**config.mk**
```make
export PLATFORM = sky130hd
export DESIGN_NAME = adc_serial_reader
export DESIGN_NICKNAME = d
export VERILOG_FILES = /design/src/rtl/adc_rd_pkg.sv /design/src/rtl/adc_rd_ctrl.sv /design/src/rtl/adc_rd_datapath.sv /design/src/rtl/adc_serial_reader.sv
export SDC_FILE = /design/constraint.sdc
export NUM_CORES = 1
export LEC_CHECK = 0
export BUFFER_PORTS_ARGS = -buffer_cell sky130_fd_sc_hd__buf_2
export CAP_MARGIN = 20
export CORE_MARGIN = 2
export CORE_UTILIZATION = 40
export DETAILED_ROUTE_END_ITERATION = 6
export GPL_TIMING_DRIVEN = 0
export HOLD_SLACK_MARGIN = 0.03
export PLACE_DENSITY_LB_ADDON = 0.12
export SLEW_MARGIN = 30
export SYNTH_ARGS = -nofsm -noshare
export SYNTH_HDL_FRONTEND = slang
export SYNTH_HIERARCHICAL = 1
export SYNTH_SLANG_ARGS = --single-unit
```
**constraint.sdc**
```tcl
create_clock -name clk -period 4.68 [get_ports clk]
set_clock_uncertainty 0.05 [all_clocks]
set_input_delay 0.468 -clock clk [delete_from_list [all_inputs] [get_ports clk]]
set_output_delay 0.468 -clock clk [all_outputs]
set_load 0.1 [all_outputs]
```
**src/rtl/adc_rd_pkg.sv**
```systemverilog
package adc_rd_pkg;

  typedef enum logic [2:0] {
    ST_IDLE,
    ST_CONV,
    ST_READ,
    ST_WAIT,
    ST_PRE,
    ST_DONE
  } rdState_t;

  // which burst the clock generator should play
  typedef enum logic [1:0] {
    BURST_PRE,
    BURST_EARLY,
    BURST_LATE
  } burst_t;

  typedef struct packed {
    logic   load;       // start a burst this cycle
    burst_t burst;      // burst kind for load
    logic   latchCfg;   // capture the divider setting
    logic   commit;     // finish the read, publish or flag
    logic   checkSync;  // commit must test the sync bit
  } rdStrobe_t;

endpackage

```
**src/rtl/adc_rd_ctrl.sv**
```systemverilog
module adc_rd_ctrl
  import adc_rd_pkg::*;
#(
  parameter int DIV_W          = 8,
  parameter int MIN_HALF       = 4,
  parameter int EARLY_MAX_HALF = 5
) (
  input  logic             clk,
  input  logic             rstN,
  input  logic             start,
  input  logic             modeAfter,
  input  logic [DIV_W-1:0] divHalf,
  input  logic             busyN,
  input  logic             genIdle,
  output rdStrobe_t        strb,
  output logic             rdConv,
  output logic             csN,
  output logic             cfgErr
);

  rdState_t state, nextState;
  logic     lateQ;
  logic     cfgErrQ;
  logic     cfgOk;
  logic     fastEnough;
  logic     earlyFits;

  // data clock rate limit, and the early-read window limit
  assign fastEnough = divHalf >= DIV_W'(MIN_HALF);
  assign earlyFits  = divHalf <= DIV_W'(EARLY_MAX_HALF);
  assign cfgOk      = fastEnough && (modeAfter || earlyFits);

  always_comb begin
    nextState = state;
    strb      = '0;
    unique case (state)
      ST_IDLE: begin
        if (start && cfgOk) begin
          strb.latchCfg = 1'b1;
          nextState     = ST_CONV;
        end
      end
      ST_CONV: begin
        if (!busyN) begin
          if (lateQ) begin
            nextState = ST_WAIT;
          end else begin
            strb.load  = 1'b1;
            strb.burst = BURST_EARLY;
            nextState  = ST_READ;
          end
        end
      end
      ST_READ: begin
        if (genIdle) begin
          nextState = lateQ ? ST_DONE : ST_WAIT;
        end
      end
      ST_WAIT: begin
        if (busyN) begin
          if (lateQ) begin
            strb.load  = 1'b1;
            strb.burst = BURST_PRE;
            nextState  = ST_PRE;
          end else begin
            nextState = ST_DONE;
          end
        end
      end
      ST_PRE: begin
        if (genIdle) begin
          strb.load  = 1'b1;
          strb.burst = BURST_LATE;
          nextState  = ST_READ;
        end
      end
      ST_DONE: begin
        strb.commit    = 1'b1;
        strb.checkSync = lateQ;
        nextState      = ST_IDLE;
      end
      default: nextState = ST_IDLE;
    endcase
  end

  always_ff @(posedge clk) begin
    if (!rstN) begin
      state   <= ST_IDLE;
      lateQ   <= 1'b0;
      cfgErrQ <= 1'b0;
    end else begin
      state   <= nextState;
      cfgErrQ <= (state == ST_IDLE) && start && !cfgOk;
      if (strb.latchCfg) lateQ <= modeAfter;
    end
  end

  assign rdConv = (state != ST_CONV);
  assign csN    = (state != ST_READ);
  assign cfgErr = cfgErrQ;

endmodule

```
**src/rtl/adc_rd_datapath.sv**
```systemverilog
module adc_rd_datapath
  import adc_rd_pkg::*;
#(
  parameter int WORD_W = 16,
  parameter int DIV_W  = 8
) (
  input  logic              clk,
  input  logic              rstN,
  input  rdStrobe_t         strb,
  input  logic [DIV_W-1:0]  divHalf,
  input  logic              sdata,
  output logic              dataClk,
  output logic              genIdle,
  output logic [WORD_W-1:0] result,
  output logic              resultValid,
  output logic              syncErr
);

  localparam int CNT_W = $clog2(WORD_W + 3);
  localparam logic [CNT_W-1:0] N_PRE       = CNT_W'(1);
  localparam logic [CNT_W-1:0] N_EARLY     = CNT_W'(WORD_W + 1);
  localparam logic [CNT_W-1:0] N_LATE      = CNT_W'(WORD_W + 2);
  localparam logic [CNT_W-1:0] FIRST_EARLY = CNT_W'(2);
  localparam logic [CNT_W-1:0] FIRST_LATE  = CNT_W'(3);
  localparam logic [CNT_W-1:0] SYNC_RISE   = CNT_W'(2);

  logic [DIV_W-1:0]  divQ;
  logic [DIV_W-1:0]  halfCnt;
  logic              dclkQ;
  logic [CNT_W-1:0]  pulsesLeft;
  logic [CNT_W-1:0]  riseIdx;
  logic [CNT_W-1:0]  firstIdx;
  logic              sampleQ;
  logic              syncEnQ;
  logic              syncQ;
  logic [WORD_W-1:0] shiftQ;
  logic [WORD_W-1:0] resultQ;
  logic              validQ;
  logic              errQ;

  logic             active;
  logic             edgeNow;
  logic             riseNow;
  logic [CNT_W-1:0] riseNum;
  logic             takeBit;
  logic             takeSync;

  assign active   = (pulsesLeft != '0);
  assign edgeNow  = active && (halfCnt == divQ - DIV_W'(1));
  assign riseNow  = edgeNow && !dclkQ;
  assign riseNum  = riseIdx + CNT_W'(1);
  assign takeBit  = riseNow && sampleQ && (riseNum >= firstIdx);
  assign takeSync = riseNow && syncEnQ && (riseNum == SYNC_RISE);

  // divider setting
  always_ff @(posedge clk) begin
    if (!rstN) divQ <= DIV_W'(1);
    else if (strb.latchCfg) divQ <= divHalf;
  end

  // burst clock generator
  always_ff @(posedge clk) begin
    if (!rstN) begin
      halfCnt    <= '0;
      dclkQ      <= 1'b0;
      pulsesLeft <= '0;
      riseIdx    <= '0;
      firstIdx   <= FIRST_EARLY;
      sampleQ    <= 1'b0;
      syncEnQ    <= 1'b0;
    end else if (strb.load) begin
      halfCnt <= '0;
      dclkQ   <= 1'b0;
      riseIdx <= '0;
      unique case (strb.burst)
        BURST_PRE: begin
          pulsesLeft <= N_PRE;
          sampleQ    <= 1'b0;
          syncEnQ    <= 1'b0;
          firstIdx   <= FIRST_EARLY;
        end
        BURST_EARLY: begin
          pulsesLeft <= N_EARLY;
          sampleQ    <= 1'b1;
          syncEnQ    <= 1'b0;
          firstIdx   <= FIRST_EARLY;
        end
        default: begin
          pulsesLeft <= N_LATE;
          sampleQ    <= 1'b1;
          syncEnQ    <= 1'b1;
          firstIdx   <= FIRST_LATE;
        end
      endcase
    end else if (active) begin
      if (edgeNow) begin
        halfCnt <= '0;
        dclkQ   <= !dclkQ;
        if (dclkQ) pulsesLeft <= pulsesLeft - CNT_W'(1);
        else       riseIdx    <= riseNum;
      end else begin
        halfCnt <= halfCnt + DIV_W'(1);
      end
    end
  end

  // serial capture
  always_ff @(posedge clk) begin
    if (!rstN) begin
      shiftQ <= '0;
      syncQ  <= 1'b0;
    end else begin
      if (strb.load) syncQ <= 1'b0;
      else if (takeSync) syncQ <= sdata;
      if (takeBit) shiftQ <= {shiftQ[WORD_W-2:0], sdata};
    end
  end

  // publish or flag
  always_ff @(posedge clk) begin
    if (!rstN) begin
      resultQ <= '0;
      validQ  <= 1'b0;
      errQ    <= 1'b0;
    end else begin
      validQ <= 1'b0;
      errQ   <= 1'b0;
      if (strb.commit) begin
        if (strb.checkSync && !syncQ) begin
          errQ <= 1'b1;
        end else begin
          resultQ <= shiftQ;
          validQ  <= 1'b1;
        end
      end
    end
  end

  assign dataClk     = dclkQ;
  assign genIdle     = !active;
  assign result      = resultQ;
  assign resultValid = validQ;
  assign syncErr     = errQ;

endmodule

```
**src/rtl/adc_serial_reader.sv**
```systemverilog
module adc_serial_reader
  import adc_rd_pkg::*;
#(
  parameter int WORD_W      = 16,
  parameter int DIV_W       = 8,
  parameter int CLK_HZ      = 100_000_000,
  parameter int DCLK_MAX_HZ = 15_150_000,
  parameter int CONV_CYC    = 400
) (
  input  logic              clk,
  input  logic              rstN,
  input  logic              start,
  input  logic              modeAfter,
  input  logic [DIV_W-1:0]  divHalf,
  input  logic              busyN,
  input  logic              sdata,
  output logic              rdConv,
  output logic              csN,
  output logic              dataClk,
  output logic [WORD_W-1:0] result,
  output logic              resultValid,
  output logic              syncErr,
  output logic              cfgErr
);

  // smallest half period that keeps the data clock at or below its limit
  localparam int MIN_HALF = (CLK_HZ + 2 * DCLK_MAX_HZ - 1) / (2 * DCLK_MAX_HZ);
  // largest half period whose early burst ends inside half the busy time
  localparam int EARLY_MAX_HALF = (CONV_CYC / 2) / (2 * (WORD_W + 1));

  rdStrobe_t strb;
  logic      genIdle;

  adc_rd_ctrl #(
    .DIV_W         (DIV_W),
    .MIN_HALF      (MIN_HALF),
    .EARLY_MAX_HALF(EARLY_MAX_HALF)
  ) u_ctrl (
    .clk      (clk),
    .rstN     (rstN),
    .start    (start),
    .modeAfter(modeAfter),
    .divHalf  (divHalf),
    .busyN    (busyN),
    .genIdle  (genIdle),
    .strb     (strb),
    .rdConv   (rdConv),
    .csN      (csN),
    .cfgErr   (cfgErr)
  );

  adc_rd_datapath #(
    .WORD_W(WORD_W),
    .DIV_W (DIV_W)
  ) u_dp (
    .clk        (clk),
    .rstN       (rstN),
    .strb       (strb),
    .divHalf    (divHalf),
    .sdata      (sdata),
    .dataClk    (dataClk),
    .genIdle    (genIdle),
    .result     (result),
    .resultValid(resultValid),
    .syncErr    (syncErr)
  );

endmodule

```
## Word-level counts from Yosys, hierarchy flattened

Cells that the tools add are included.

- Register bits after elaboration: 74
- Input bits: 14

- Add/sub/neg operators: 4
- Order comparisons: 3
- Equality and inequality tests: 15
- Muxes and demuxes: 29
- Bitwise gates (word level): 3
- Reductions and logical operators: 29

Operators with widths:

| operator | number |
|---|---|
| 3-bit two-way mux | 11 |
| 5-bit two-way mux | 4 |
| 3-bit one-hot mux with 5 select lines | 1 |
| 1-bit logical AND | 11 |
| 5-bit one-hot mux with 2 select lines | 1 |
| 1-bit two-way mux | 9 |
| 3-bit one-hot mux with 3 select lines | 1 |
| 8-bit by 1-bit adder with 8-bit output, second input constant | 1 |
| 8-bit equality test | 1 |
| 8-bit by 3-bit >= comparator with 1-bit output, second input constant | 1 |
| 8-bit by 3-bit less-or-equal comparator with 1-bit output, second input constant | 1 |
| 8-bit two-way mux | 1 |
| 2-bit != test, second input constant | 4 |
| 8-bit by 1-bit subtractor with 8-bit output, second input constant | 1 |
| 3-bit by 2-bit equality test with 1-bit output, second input constant | 2 |
| 3-bit equality test, second input constant | 2 |
| 2-bit AND reduction | 3 |
| 3-bit AND reduction | 2 |
| 2-bit nonzero test | 3 |
| 5-bit by 1-bit adder with 5-bit output, second input constant | 1 |
| 5-bit by 2-bit equality test with 1-bit output, second input constant | 1 |
| 5-bit >= comparator | 1 |
| 5-bit AND reduction | 1 |
| 5-bit nonzero test | 1 |
| 13 further kinds | 18 |

## Longest topological paths before layout

Gate-level depths: netlist of run 1.

- Word-level depth: 6
- Mapped depth: 12
- Gate-level depth less buffers: 11

## Modules after synthesis

The synthesis of run 1 kept the hierarchy.

By module, submodules not included:

| module | instances | cells an instance | area an instance (um^2) | seq. area each (um^2) |
|---|---|---|---|---|
| adc_rd_datapath | 1 | 331 | 2,902.8 | 1,281.2 |
| adc_rd_ctrl | 1 | 57 | 397.9 | 100.1 |

## Worst setup path before layout of run 1

Ideal clock, no wire load.

- Path kind: register to register
- Start: reg u_dp.divQ[0]
- End: reg u_dp.shiftQ[10]
- Library setup time: 0.120 ns
- Arrival time: 2.322 ns
- Slack: 2.188 ns
- Cell stages (with the launch flop): 12
- Cells stage by stage: dfxtp_1 -> inv_1 -> ha_1 -> clkbuf_1 -> nand2b_1 -> o211a_1 -> o31a_1 -> a211o_1 -> or3_1 -> buf_4 -> buf_6 -> mux2i_1

- Cells in the longest elaborated chain, start to end: 6

Ends and longest elaborated chain:

| element | RTL line | RTL |
|---|---|---|
| start, declared | adc_rd_datapath.sv:27 | `logic [DIV_W-1:0] divQ;` |
| start signal, assigned | adc_rd_datapath.sv:58 | `else if (strb.latchCfg) divQ <= divHalf;` |
| 8-bit by 1-bit subtractor with 8-bit output | adc_rd_datapath.sv:49 | `assign edgeNow = active && (halfCnt == divQ - DIV_W'(1));` |
| 8-bit equality test | adc_rd_datapath.sv:49 |  |
| 1-bit logical AND | adc_rd_datapath.sv:49 |  |
| 1-bit logical AND | adc_rd_datapath.sv:50 | `assign riseNow = edgeNow && !dclkQ;` |
| 1-bit logical AND (2 in series) | adc_rd_datapath.sv:52 | `assign takeBit = riseNow && sampleQ && (riseNum >= firstIdx);` |
| end signal, assigned | adc_rd_datapath.sv:115 | `if (takeBit) shiftQ <= {shiftQ[WORD_W-2:0], sdata};` |
| end, declared | adc_rd_datapath.sv:36 | `logic [WORD_W-1:0] shiftQ;` |

No other way between the ends.
A chain may end at the register's enable or synchronous reset.

## Worst setup path in the final report of run 1

- Start: reg u_dp.divQ[0]
- End: reg u_dp.halfCnt[4]

- Cells in the longest elaborated chain, start to end: 4

Ends and longest elaborated chain:

| element | RTL line | RTL |
|---|---|---|
| 8-bit by 1-bit subtractor with 8-bit output | adc_rd_datapath.sv:49 |  |
| 8-bit equality test | adc_rd_datapath.sv:49 |  |
| 1-bit logical AND | adc_rd_datapath.sv:49 |  |
| 8-bit two-way mux | adc_rd_datapath.sv:96 | `if (edgeNow) begin` |
| end signal, assigned | adc_rd_datapath.sv:102 | `halfCnt <= halfCnt + DIV_W'(1);` |
| end, declared | adc_rd_datapath.sv:28 | `logic [DIV_W-1:0] halfCnt;` |

No other way between the ends.

==> results of run 1 <==
[report_power, final]
group          switching (uW)  internal, uW
Combinational             152          83.1
Clock                     241           263
Sequential               28.5           608
[cells in the final DEF (no fill, tap or decap), types with 11 or more instances in the layout]
master | Yosys | final
dfxtp_1 | 69 | 69
buf_2 | 2 | 37
a21oi_1 | 16 | 16
xor2_1 | 11 | 11
clkbuf_1 | 18 | 18
nor2_1 | 18 | 18
a21boi_0 | 17 | 17
nand2_1 | 80 | 80
nand2b_1 | 11 | 11
mux2i_1 | 25 | 25
[per-stage QoR]
step	total power, uW	cell area, sq um	setup WS (ns)	utilization [%]	hold slack [ns]
global route	1457	3815	1.291	47.14	0.2963
finish	1376	3815	1.633	47.14	0.3069
global placement	881.2	3607	1.677	44.57	0.3981
floorplan	827.6	3301	2.188	-	0.3796
detailed placement	885.3	3607	1.668	44.57	0.4037
CTS	1393	3815	1.644	47.14	0.2952
[final cells by class]
type                    count  area (sq um)
flip-flops and latches     69          1381
plain buffers              22         96.34
inverters                  11         41.29
repair buffers             35         175.2
clock inverters             6         70.07
clock buffers              10         137.6
well taps                 105         131.4
fillers                   838          4278
multi-input cells         286          1782
[cell families (layout without fill, tap and decap cells)]
logic type,Yosys count,count (layout),share of synthesized area (%)
adders and majority gates,7,7,2.653
and+or+nand+nor,165,165,24.26
buffers and inverters,33,84,4.170
xor gates and xnor gates,17,17,4.511
AOI/OAI and AO/OA,72,72,14.97
muxes,25,25,7.582
DFF,69,69,41.85
[sequential cells by signal, indices dropped and copies added, names as in the netlist, 3 cells and up]
register         flops
u_ctrl/state         3
u_dp/divQ            8
u_dp/halfCnt         8
u_dp/result         16
u_dp/shiftQ         16
u_dp/riseIdx         5
u_dp/pulsesLeft      5
[layer usage]
layer	GRT usage (%)	wire length, um
met1	23.90	3680
met2	26.36	2989
met3	4.150	309
met4	7.246	119
met5	0	0
[worst max-delay path: stages, from the launching register on]
cell      delay (ns)
dfxtp_1         0.44
inv_1           0.09
ha_1            0.19
clkbuf_1        0.19
nand2b_1        0.20
a21oi_1         0.17
o31a_1          0.15
a211o_1         0.22
clkbuf_1        0.39
clkbuf_1        0.44
nand2_1         0.30
nor2_1          0.16
[cell usage after synthesis (all sizes together), types with 2 or more instances]
cell and count:
a211o 2, a211oi 2, a21boi 17, a21oi 16, a31oi 2, and2 2
and3 6, buf 4, clkbuf 18, dfxtp 69, ha 7, inv 11
mux2i 25, nand2 80, nand2b 11, nand3 4, nand3b 2, nand4 8
nor2 18, nor2b 10, nor3 10, nor4 3, nor4b 2, o211ai 5
o21a 3, o21ai 9, o21bai 2, o31a 2, o31ai 5, or3 4
or4 4, xnor2 6, xor2 11
[final timing paths]
kind                   from              end  slack, ns  cells after the start
max            u_dp/divQ[0]  u_dp/halfCnt[4]       1.63                     11
min              divHalf[0]     u_dp/divQ[0]       0.31                      3
max reg2reg    u_dp/divQ[0]  u_dp/halfCnt[4]       1.63                     11
min reg2reg  u_dp/result[7]   u_dp/result[7]       0.41                      2
==> impl_metrics.yaml, run 1 <==
worst_setup_path:
  startpoint_type: "register"
  crit_path_end_kind: "register"
  critPathRequiredTime_ns: 4.91
  crit_fanout: 10
  criticalPathCategory: "register to register"
  cp.arrival_ns: 3.28
route:
  drc: 0
  via_per_inst: 5.121
  post_drt_wl_per_cell_um: 13.05
  ant_nets: 0
  drtIter0Drc: 85
  num_vias: 2786
  wl_mm: 7.099
  first_pass_iters: 4
global_route:
  grt_pass1_wl_mm: 12.36
  antenna_found_initial: 0
  grt_max_degree: 14
  grtUsageTotal_pct: 17.48
  grt_pass1_vias: 2727
  grt_overflow: 0
timing:
  rsz0062_at_grt: "no"
  maxSlewHeadroom_pct: 63.11
  drv_slew: 0
  finalHoldViolCount: 0
  setup_violations: 0
  tns_ns: 0
  tightestPinTransition_ns: 0.5533
  fmax_mhz: 328.2
  period_share_pct: 65.11
  final.min_clock_period_ns: 3.047
placed_design:
  post-place-cells: 528
  gp_congestion: 0.7948
  io_buffers: 35
  post-dp-hpwl_mm: 5.086
outcome:
  status: "completed"
power:
  pwr_density_cell_nw_per_um2: 360.7
  power_leakage_uw: 0.001548
  peakVddDrop_mv: 0.1624
cts:
  cts_tree: "built"
  post_cts_resized: 0
  htree_levels: 3
  cts_buffers: 9
  hold_buffers: 0
  clk_path_buf_depth: 2
  cts_sinks: 69
  clkTransAtPathRegs_ns: 0.08
  clock-root-buffer: "clkbuf_8"
  post-cts-setup-buffers: 0
  clock_latency_ns: 0.35
synthesis:
  ys_warn_count: 6
  synth_edf_count: 0
  netlist_instances: 388
  synth_fp_nets: 409
  syn_avg_cell_area_sq_um: 8.507
  seq_area_frac_synth_pct: 41.85
  synthFlopType: "dfxtp_1"
  synth_area_sq_um: 3301
  yosys-top-cells-area: "dfxtp_1 42%, nand2_1 9.1%, mux2i_1 7.6%, a21boi_0 3.9%, xor2_1 2.9%"
  async_flop_share_pct: 0
  synth_top_area_cell: "dfxtp_1"
  ys_ff_latch: 69
  synth_top_area_share_pct: 41.85
  ys_types: 48
die:
  pin_count: 36
  die_h_um: 94.84
  rows: 33
  start_util_pct: 40.79
  die_area_sq_um: 8995
  die_x_um: 94.84
  core_area_sq_um: 8093
hold_path:
  hold_path.class: "input pin to register"
finish:
  finalNetCount: 455
  diodes: 0
  drive_above_1_share_pct: 13.67
  fin_cells: 544
  area_growth_pct: 15.58
job:
  cap_violations: 0
(Power assumes the default switching activity.)
==> run 2, diff against run 1 <==
==> constraint.sdc (replaced) <==
create_clock -name clk -period 3.2 [get_ports clk]
set_clock_uncertainty 0.05 [all_clocks]
set_input_delay 0.32 -clock clk [delete_from_list [all_inputs] [get_ports clk]]
set_output_delay 0.32 -clock clk [all_outputs]
set_load 0.1 [all_outputs]
==> impl_metrics.yaml, run 2 (synthesis results as in run 1) <==
power:
  intPower_uw: 1397
  comb_power_share_pct: 17.1
  power_leakage_uw: 0.001550
  pwr_density_cell_nw_per_um2: 527.4
  switching_share_pct: 30.61
  p_switching_uw: 616.2
  peakVddDrop_mv: 0.2375
  seqPwrFrac_pct: 46.3
  pwr-share-clk_pct: 36.6
outcome:
  status: "completed"
finish:
  diodes: 0
  layout_commonest_cell: "nand2_1"
  area_growth_pct: 15.62
  drive_above_1_share_pct: 13.90
  finalNetCount: 455
  register_area_sq_um: 1381
  final_cell_mix: "80 x nand2_1, 69 x dfxtp_1, 37 x buf_2, 25 x mux2i_1, 18 x nor2_1"
  fillCellCount: 837
  multi_input_area_sq_um: 1782
die:
  die_x_um: 94.84
  rows: 33
  die_h_um: 94.84
  die_area_sq_um: 8995
  start_util_pct: 40.79
  core_area_sq_um: 8093
  pin_count: 36
timing:
  tns_ns: 0
  final.min_clock_period_ns: 2.839
  tightestPinTransition_ns: 0.5532
  rsz0062_at_grt: "no"
  setup_violations: 0
  fmax_mhz: 352.3
  timing.hold.ws_ns: 0.1590
  finalHoldViolCount: 0
  drv_slew: 0
  period_share_pct: 88.71
  maxSlewHeadroom_pct: 63.12
worst_setup_path:
  startpoint_type: "register"
  critPathRequiredTime_ns: 3.43
  crit_fanout: 10
  r2r_setup_slack_ns: 0.36
  cp.arrival_ns: 3.07
  critPathLaunch: "u_dp/divQ[0]"
  r2r_start: "u_dp/divQ[0]"
  crit_path_end_kind: "register"
  r2r_cells: 11
  r2r_end: "u_dp/halfCnt[4]"
  criticalPathCategory: "register to register"
global_route:
  grt_use_met1_pct: 23.90
  grt_overflow: 0
  use_met3_pct: 4.150
  grtUsageMet2_pct: 26.36
  grtUsageTotal_pct: 17.48
  busiest_layer: "met2"
  grt_pass1_vias: 2727
  grt_max_degree: 14
  antenna_found_initial: 0
  grt_pass1_wl_mm: 12.36
placed_design:
  io_buffers: 35
  gp_congestion: 0.7948
  post-dp-hpwl_mm: 5.086
hold_path:
  hold_end: "u_dp/divQ[0]"
  min_path_cells: 3
  min-delay-start: "divHalf[0]"
  hold_path.class: "input pin to register"
cts:
  hold_buffers: 0
  htree_levels: 3
  cts_buffers: 9
  clock_latency_ns: 0.35
  clkTransAtPathRegs_ns: 0.08
  cts_sinks: 69
  clk_path_buf_depth: 2
  cts_tree: "built"
  clock-root-buffer: "clkbuf_8"
route:
  wl_mm: 7.097
  via_per_inst: 5.125
  first_pass_iters: 4
  num_vias: 2788
  ant_nets: 0
  drc: 0
  drtIter0Drc: 78
  post_drt_wl_per_cell_um: 13.05
job:
  cap_violations: 0
## run 2: cell types whose count changed in the layout (fill, tap and decap cells not counted)
cell,before,now
clkbuf_2,0,1
clkbuf_1,18,17
## run 2: worst max-delay path by stage
stage | to | slack [ns] | cells after the start
6_report | u_dp/halfCnt[4] | 0.36 | 11
5_1_grt | u_dp/halfCnt[3] | 0.02 | 11
4_1_cts | u_dp/halfCnt[5] | 0.16 | 11
3_5_place_dp | u_dp/halfCnt[5] | 0.19 | 11
3_3_place_gp | u_dp/halfCnt[2] | 0.20 | 11
2_1_floorplan | u_dp/shiftQ[10] | 0.71 | 11
## run 2: power by group through the flow
stage               registers (uW)  logic (uW)  clock network, uW
global route                   939         387                806
finish                         932         344                737
floorplan                      960         251                  0
detailed placement             952         343                  0
global placement               951         338                  0
CTS                            932         344                761
## run 2: repair_timing
item / in CTS / in global routing
resized for setup: 0 / 2
setup buffers: 0 / 0
setup endpoints to repair: 0 / 7
## run 2: per-layer routing
metal / vias to the layer above / wire length (um)
met4: 0 / 119
met5: - / 0
met1: 1290 / 3699
li1: 1434 / -
met2: 53 / 2983
met3: 11 / 295
## run 2: critical path, cell delays in order (launching register included)
cell and delay, ns:
dfxtp_1 0.44, inv_1 0.09, ha_1 0.19, clkbuf_1 0.19, nand2b_1 0.20, a21oi_1 0.17
o31a_1 0.15, a211o_1 0.23, clkbuf_1 0.39, clkbuf_2 0.32, nand2_1 0.22, nor2_1 0.14
## run 2: final cells by class
cell class / count / share of cell area [%]
buffer: 22 / 2.557
clock buffer: 10 / 3.607
clock inverter: 6 / 1.836
inverter: 11 / 1.082
multi-input combinational: 286 / 46.69
sequential: 69 / 36.20
tap: 105 / 3.443
timing repair buffer: 35 / 4.590
## run 2: stage by stage
step / cells / total power [uW] / cell area [sq um] / setup slack, ns / utilization (%)
2_1_floorplan: 388 / 1210 / 3301 / 0.7083 / -
3_3_place_gp: 528 / 1289 / 3607 / 0.1971 / 44.57
4_1_cts: 544 / 2037 / 3815 / 0.1639 / 47.14
6_report: 544 / 2013 / 3816 / 0.3614 / 47.16
5_1_grt: 544 / 2132 / 3816 / 0.01573 / 47.16
3_5_place_dp: 528 / 1295 / 3607 / 0.1884 / 44.57
